File: src/rtl/cmp_seq_pkg.sv
package cmp_seq_pkg;
  typedef enum logic {TRIG_LEVEL = 1'b0, TRIG_EDGE = 1'b1} trig_e;
  typedef enum logic {OUT_STAGGER = 1'b0, OUT_SIMUL = 1'b1} out_e;
endpackage

File: src/rtl/cmp_settle.sv
module cmp_settle #(
  parameter int SETTLE_CYC = 5000
) (
  input  logic clk_i,
  input  logic rst_ni,
  input  logic pwr_up_i,
  output logic settled_o,
  output logic rise_o
);
  localparam int SW = (SETTLE_CYC > 0) ? $clog2(SETTLE_CYC + 1) : 1;

  logic [SW-1:0] cnt_q;
  logic          pwr_q;

  always_ff @(posedge clk_i or negedge rst_ni) begin
    if (!rst_ni) begin
      cnt_q <= '0;
      pwr_q <= 1'b0;
    end else begin
      pwr_q <= pwr_up_i;
      if (!pwr_up_i)                     cnt_q <= '0;
      else if (cnt_q != SW'(SETTLE_CYC)) cnt_q <= cnt_q + 1'b1;
    end
  end

  assign settled_o = pwr_up_i && (cnt_q == SW'(SETTLE_CYC));
  assign rise_o    = pwr_up_i && !pwr_q;

  // a low power-up restarts the settle window
  a_r1_settle_restart: assert property (@(posedge clk_i) disable iff (!rst_ni)
    !pwr_up_i |=> !settled_o);
endmodule

File: src/rtl/cmp_pass_ctrl.sv
module cmp_pass_ctrl
  import cmp_seq_pkg::*;
#(
  parameter int N_CH  = 4,
  parameter int CNT_W = $clog2(N_CH + 1),
  parameter int IDX_W = (N_CH > 1) ? $clog2(N_CH) : 1
) (
  input  logic             clk_i,
  input  logic             rst_ni,
  input  logic             pwr_up_i,
  input  logic             settled_i,
  input  logic             rise_i,
  input  logic             edge_mode_i,
  input  logic             simul_mode_i,
  input  logic [CNT_W-1:0] cnt_i,
  output logic             sample_en_o,
  output logic [IDX_W-1:0] idx_o,
  output logic             last_o,
  output logic             start_o,
  output logic             simul_o,
  output logic [N_CH-1:0]  mask_o,
  output logic             blank_o,
  output logic             ready_o
);
  logic             busy_q, armed_q, ready_q;
  logic [IDX_W-1:0] idx_q;
  logic [CNT_W-1:0] num_q, cnt_eff;
  trig_e            trig_q;
  out_e             omode_q;
  logic             go, start, abort, last;

  always_comb begin
    if (cnt_i == '0)                  cnt_eff = CNT_W'(1);
    else if (cnt_i > CNT_W'(N_CH))    cnt_eff = CNT_W'(N_CH);
    else                              cnt_eff = cnt_i;
  end

  assign go    = settled_i && (edge_mode_i ? armed_q : 1'b1);
  assign start = !busy_q && go;
  assign abort = busy_q && (trig_q == TRIG_LEVEL) && !pwr_up_i;
  assign last  = busy_q && !abort && (CNT_W'(idx_q) == num_q - 1'b1);

  always_ff @(posedge clk_i or negedge rst_ni) begin
    if (!rst_ni) begin
      busy_q  <= 1'b0;
      armed_q <= 1'b0;
      ready_q <= 1'b0;
      idx_q   <= '0;
      num_q   <= CNT_W'(1);
      trig_q  <= TRIG_LEVEL;
      omode_q <= OUT_STAGGER;
    end else begin
      ready_q <= last;
      if (!pwr_up_i)   armed_q <= 1'b0;
      else if (rise_i) armed_q <= 1'b1;
      else if (start)  armed_q <= 1'b0;
      if (start) begin
        busy_q  <= 1'b1;
        idx_q   <= '0;
        num_q   <= cnt_eff;
        trig_q  <= trig_e'(edge_mode_i);
        omode_q <= out_e'(simul_mode_i);
      end else if (abort || last) begin
        busy_q  <= 1'b0;
      end else if (busy_q) begin
        idx_q   <= idx_q + 1'b1;
      end
    end
  end

  for (genvar i = 0; i < N_CH; i++) begin : g_mask
    assign mask_o[i] = CNT_W'(i) < num_q;
  end

  assign sample_en_o = busy_q && !abort;
  assign idx_o       = idx_q;
  assign last_o      = last;
  assign start_o     = start;
  assign simul_o     = (omode_q == OUT_SIMUL);
  assign blank_o     = !pwr_up_i && (trig_q == TRIG_LEVEL);
  assign ready_o     = ready_q;

  a_r5_ready_pulse: assert property (@(posedge clk_i) disable iff (!rst_ni)
    ready_q |=> !ready_q);
  a_r1_start_settled: assert property (@(posedge clk_i) disable iff (!rst_ni)
    start |-> settled_i);
  a_r2_idx_in_range: assert property (@(posedge clk_i) disable iff (!rst_ni)
    busy_q |-> (CNT_W'(idx_q) < num_q));
  a_r10_cfg_frozen: assert property (@(posedge clk_i) disable iff (!rst_ni)
    (busy_q && !last && !abort) |=> ($stable(num_q) && $stable(omode_q) && $stable(trig_q)));
endmodule

File: src/rtl/cmp_out_bank.sv
module cmp_out_bank #(
  parameter int N_CH  = 4,
  parameter int IDX_W = (N_CH > 1) ? $clog2(N_CH) : 1
) (
  input  logic             clk_i,
  input  logic             rst_ni,
  input  logic             chan_rst_ni,
  input  logic [N_CH-1:0]  rst_en_i,
  input  logic [N_CH-1:0]  raw_i,
  input  logic             sample_en_i,
  input  logic [IDX_W-1:0] idx_i,
  input  logic             last_i,
  input  logic             start_i,
  input  logic             simul_i,
  input  logic [N_CH-1:0]  mask_i,
  input  logic             blank_i,
  output logic [N_CH-1:0]  out_o
);
  logic [N_CH-1:0] stage_q;

  // staging for simultaneous release, emptied at every pass start
  always_ff @(posedge clk_i or negedge rst_ni) begin
    if (!rst_ni)                       stage_q <= '0;
    else if (start_i)                  stage_q <= '0;
    else if (sample_en_i && simul_i)   stage_q[idx_i] <= raw_i[idx_i];
  end

  for (genvar g = 0; g < N_CH; g++) begin : g_ch
    logic q, ch_rst_n, hit;
    assign ch_rst_n = rst_ni && !(rst_en_i[g] && !chan_rst_ni);
    assign hit      = (idx_i == IDX_W'(g));

    always_ff @(posedge clk_i or negedge ch_rst_n) begin
      if (!ch_rst_n)                q <= 1'b0;
      else if (blank_i)             q <= 1'b0;
      else if (sample_en_i) begin
        if (!simul_i) begin
          if (hit) q <= raw_i[g];
        end else if (last_i && mask_i[g]) begin
          q <= hit ? raw_i[g] : stage_q[g];
        end
      end
    end
    assign out_o[g] = q;

    a_r9_chan_held: assert property (@(posedge clk_i) disable iff (!rst_ni)
      (!chan_rst_ni && rst_en_i[g]) |-> !q);
  end

  a_r4_no_early_rise: assert property (@(posedge clk_i) disable iff (!rst_ni)
    (sample_en_i && simul_i && !last_i) |=> ((out_o & ~$past(out_o)) == '0));
  a_r3_one_per_clock: assert property (@(posedge clk_i) disable iff (!rst_ni)
    (sample_en_i && !simul_i) |=> ($countones(out_o ^ $past(out_o)) <= 1));
  a_r8_blank_clears: assert property (@(posedge clk_i) disable iff (!rst_ni)
    blank_i |=> (out_o == '0));
endmodule

File: src/rtl/cmp_sample_seq.sv
module cmp_sample_seq #(
  parameter int N_CH       = 4,
  parameter int SETTLE_CYC = 5000,
  parameter int CNT_W      = $clog2(N_CH + 1)
) (
  input  logic             clk_i,
  input  logic             rst_ni,
  input  logic             pwr_up_i,
  input  logic             chan_rst_ni,
  input  logic [CNT_W-1:0] chan_cnt_i,
  input  logic             edge_mode_i,
  input  logic             simul_mode_i,
  input  logic [N_CH-1:0]  chan_rst_en_i,
  input  logic [N_CH-1:0]  cmp_raw_i,
  output logic [N_CH-1:0]  cmp_o,
  output logic             ready_o
);
  localparam int IDX_W = (N_CH > 1) ? $clog2(N_CH) : 1;

  logic             settled, rise, sample_en, last, start, simul, blank;
  logic [IDX_W-1:0] idx;
  logic [N_CH-1:0]  mask, bank_q;

  cmp_settle #(.SETTLE_CYC(SETTLE_CYC)) i_settle (
    .clk_i, .rst_ni, .pwr_up_i, .settled_o(settled), .rise_o(rise)
  );

  cmp_pass_ctrl #(.N_CH(N_CH), .CNT_W(CNT_W), .IDX_W(IDX_W)) i_ctrl (
    .clk_i, .rst_ni, .pwr_up_i,
    .settled_i(settled), .rise_i(rise),
    .edge_mode_i, .simul_mode_i, .cnt_i(chan_cnt_i),
    .sample_en_o(sample_en), .idx_o(idx), .last_o(last), .start_o(start),
    .simul_o(simul), .mask_o(mask), .blank_o(blank), .ready_o
  );

  cmp_out_bank #(.N_CH(N_CH), .IDX_W(IDX_W)) i_bank (
    .clk_i, .rst_ni, .chan_rst_ni, .rst_en_i(chan_rst_en_i), .raw_i(cmp_raw_i),
    .sample_en_i(sample_en), .idx_i(idx), .last_i(last), .start_i(start),
    .simul_i(simul), .mask_i(mask), .blank_i(blank), .out_o(bank_q)
  );

  // level mode: low power-up forces outputs low without waiting for an edge
  assign cmp_o = blank ? '0 : bank_q;
endmodule

File: config.mk
export PLATFORM = sky130hd
export DESIGN_NAME = cmp_sample_seq
export DESIGN_NICKNAME = d
export VERILOG_FILES = /design/src/rtl/cmp_seq_pkg.sv /design/src/rtl/cmp_settle.sv /design/src/rtl/cmp_pass_ctrl.sv /design/src/rtl/cmp_out_bank.sv /design/src/rtl/cmp_sample_seq.sv
export SDC_FILE = /design/constraint.sdc
export NUM_CORES = 1
export LEC_CHECK = 0
export BUFFER_PORTS_ARGS = -buffer_cell sky130_fd_sc_hd__buf_2
export CAP_MARGIN = 20
export CORE_MARGIN = 4
export CORE_UTILIZATION = 46
export CTS_CLUSTER_SIZE = 8
export DETAILED_ROUTE_END_ITERATION = 10
export HOLD_SLACK_MARGIN = 0.05
export PLACE_DENSITY = 0.65
export SYNTH_ARGS = -nofsm -noshare
export SYNTH_HDL_FRONTEND = slang
export SYNTH_SLANG_ARGS = --single-unit
export TNS_END_PERCENT = 30
File: constraint.sdc
create_clock -name clk_i -period 5.96 [get_ports clk_i]
set_clock_uncertainty 0.05 [all_clocks]
set_input_delay 0 -clock clk_i [delete_from_list [all_inputs] [get_ports clk_i]]
set_output_delay 0 -clock clk_i [all_outputs]
set_load 0.01 [all_outputs]
==> results by group <==
Pwr
  – Internal cell power: 0.339 mW
  – Net Sw Power: approximately 0.095 mW
  – Clk pwr share: between 40% and 50%
  – Pleak: 1.07 nW
  – Sw Ratio: 21.9%
  – Power per cell area: 189 nW/µm²
  – Comb pwr share: 7.3%
  – VDD IR max: 0.000111 V
  – Sequential share of power: approximately 50%

Timing
  – Unrepaired setup endpoints after global routing: false
  – Max Clk Rate: 0.466 GHz
  – Sum Neg Setup Slack: 0 ns
  – Final min period: between 2 and 2.5 ns
  – Final Hold Slack: between 0.07 and 0.08 ns
  – Tightest Pin Transition: 0.687 ns
  – Final period util: between 30% and 40%
  – Final Slew Violations: 0
  – Setup violators final: 0
  – Final Hold Fails: 0
  – Relative slew slack: a little over half

Placed design
  – Post-DP HPWL: 2780 µm
  – Buffers on Ports: 21
  – Routability Congestion: ~0.8

Yosys
  – Synthesized Nets: about 220
  – Yosys reg bits: 32
  – Synth warnings: 0
  – Netlist area before placement: 1900 µm²
  – Async SR Flop Fraction: 100%
  – Avg Inst Size Synth: between 9 and 10 µm²
  – Sequential area share after synthesis: a little over two fifths
  – Number of flops mapped to enable cells by yosys: 0
  – Post-synth cell types: 43
  – Ys flop type: dfrtp_1
  – Synth Instances: approximately 190

Route
  – Via count: between 1,000 and 1,500
  – DR iter-0 viols: 74
  – DRC viols: 0
  – Final wirelength: about 4000 µm
  – Final ANT Viol Nets: 0
  – Drt wl/cell: around 14 µm
  – Drt first pass iters: 4
  – Via density per instance: 5.22

Die
  – Die footprint: around 5200 µm²
  – Ports: 22
  – Starting Density: 47.6%
  – Die width: 72.3 µm
  – Die height: between 70 and 80 µm
  – Placement row count: 23
  – Core ar.: approximately 4000 µm²

Worst setup path
  – Critical path startpoint category: input pin
  – CP startpoint: pwr_up_i
  – CP arrival: 2.26 ns
  – Critical Path RT: around 6.1 ns
  – Crit Path Max Fanout: 22
  – Critical path class: input pin to register
  – Crit. End Element: register
  – RR Startpoint: i_settle.cnt_q[0]

Global routing
  – Gr busiest metal: met2
  – Vias in the first global route: roughly 1,500
  – Met1 Resource Use GR: around a fifth
  – Largest net degree at the start of global routing: 33
  – M2 GR Usage: 29.4%
  – Initial antenna violation count: 0
  – First-pass GRT wire length: 7000 µm
  – GR Layer Usage met3: between 4 and 5%
  – Total grt overflow: 0
  – Global Route Usage Sum: approximately 17%

Status
  – Outcome: finished clean

Job
  – MaxCap Viol Count: 0

Finish
  – Register area: approximately 800 µm²
  – Fill cells: 349
  – Share of post-route cells with drive strength above 1: 17.2%
  – Synth-to-layout area growth: 20.6%
  – N_diodes: 0
  – Commonest cells after routing, fill and taps aside: dfrtp_1, buf_2, nand2_1
  – # nets final: about 260
  – Most common cell after layout, fill and taps aside: dfrtp_1
  – Multi-input gate area: ~1000 µm²

CTS
  – Clock tree from TritonCTS: yes
  – CTS buffer count: 5
  – Clock transition at path regs: ~0.06 ns
  – CTS Sinks: 32
  – H-Tree Depth: 2
  – Skew-Pair Late Insertion Delay: about 0.28 ns
  – # Post-CTS Setup Buffers: 0
  – Clock root buffer master: clkbuf_8
  – CTS max path bufs: 2

Min path
  – Worst min path class: input pin to register
  – Hold wc startpoint: chan_cnt_i[0]
[kinds of logic after synthesis]
group	share of synthesized area, %
mux	7.76
buf+inv	3.94
flops	42.1
compound gates	12.2
xor+xnor	5.52
fa+ha+maj	5.26
simple gates	23.2
[worst max-delay path: stages]
cell           delay, ns
dlygate4sd3_1       0.52
buf_2               0.31
o21ai_0             0.29
a2111oi_0           0.65
a22oi_1             0.17
mux2_2              0.31
[final cells by class]
| class | instances | area share, % |
|---|---|---|
| well taps | 50 | 2.73 |
| multi-input cells | 144 | 44.7 |
| clock buffers | 7 | 4.20 |
| repair buffers | 36 | 11.1 |
| flip-flops and latches | 32 | 35.0 |
| inverters | 14 | 2.29 |
[power by group through the flow]
stage	Clock (mW)	Combinational [mW]	Sequential, mW
after global placement	0	0.0237	0.226
after CTS	0.186	0.0319	0.222
after floorplan	0	0.0116	0.225
final	0.181	0.0316	0.222
after global routing	0.197	0.0359	0.222
after detailed placement	0	0.0239	0.226
[metal layers]
metal | vias up | share of wire [%]
li1 | 749 | -
met1 | 699 | 45
met2 | 22 | 50
met3 | 7 | 3.6
met4 | 0 | 1.5
met5 | - | 0
[synth_stat cells, types with 3 or more instances]
cell      number  area, µm²
dfrtp_1       31        776
nand2_1       20       75.1
inv_1         14       52.6
nand3_1       11       55.1
o21ai_0       10       50.1
and2_1         9       56.3
nor2b_1        9       56.3
a21oi_1        8       40.0
ha_1           8        100
nor2_1         8       30.0
xnor2_1        8       70.1
a21boi_0       7       52.6
mux2i_1        5       50.1
mux2_2         4       45.0
xor2_1         4       35.0
clkbuf_1       3       11.3
[flip-flops by register name (all words and copies together) (netlist names)]
signal          count
i_ctrl.num_q        3
i_bank.g_ch.q       4
i_ctrl.trig_q       1
i_settle.cnt_q     13
i_ctrl.simul_o      1
i_ctrl.busy_q       1
i_settle.pwr_q      1
i_ctrl.ready_o      1
i_bank.stage_q      4
i_ctrl.idx_o        2
i_ctrl.armed_q      1
[through the flow]
step | util (%) | setup slack [ns] | cell area [µm²] | cells | total power [mW]
3_5_place_dp | 51.2 | 3.84 | 2050 | 261 | 0.250
5_1_grt | 57.4 | 3.66 | 2290 | 283 | 0.455
4_1_cts | 57.4 | 3.82 | 2290 | 283 | 0.440
2_1_floorplan | - | 4.02 | 1900 | 194 | 0.237
6_report | 57.4 | 3.81 | 2290 | 283 | 0.434
3_3_place_gp | 51.2 | 3.85 | 2050 | 261 | 0.249
[path summary, 6_finish.rpt]
path / endpoint / slack, ns / cells past startpoint
worst max-delay path: i_bank.g_ch[1].q / 3.81 / 6
worst min-delay path: i_ctrl.num_q[0] / 0.08 / 4
worst max register to register: i_ctrl.num_q[2] / 3.83 / 6
worst min register to register: i_ctrl.armed_q / 0.37 / 1
max in group asynchronous: i_bank.g_ch[0].q / 4.46 / 4
min in group asynchronous: i_bank.g_ch[2].q / 0.17 / 4
[repair_timing]
item | in CTS | in global routing
endpoints found under the hold margin | 37 | 0
hold buffers | 15 | 0
resized for setup | 0 | 0
Power figures use the tool's default switching activity.
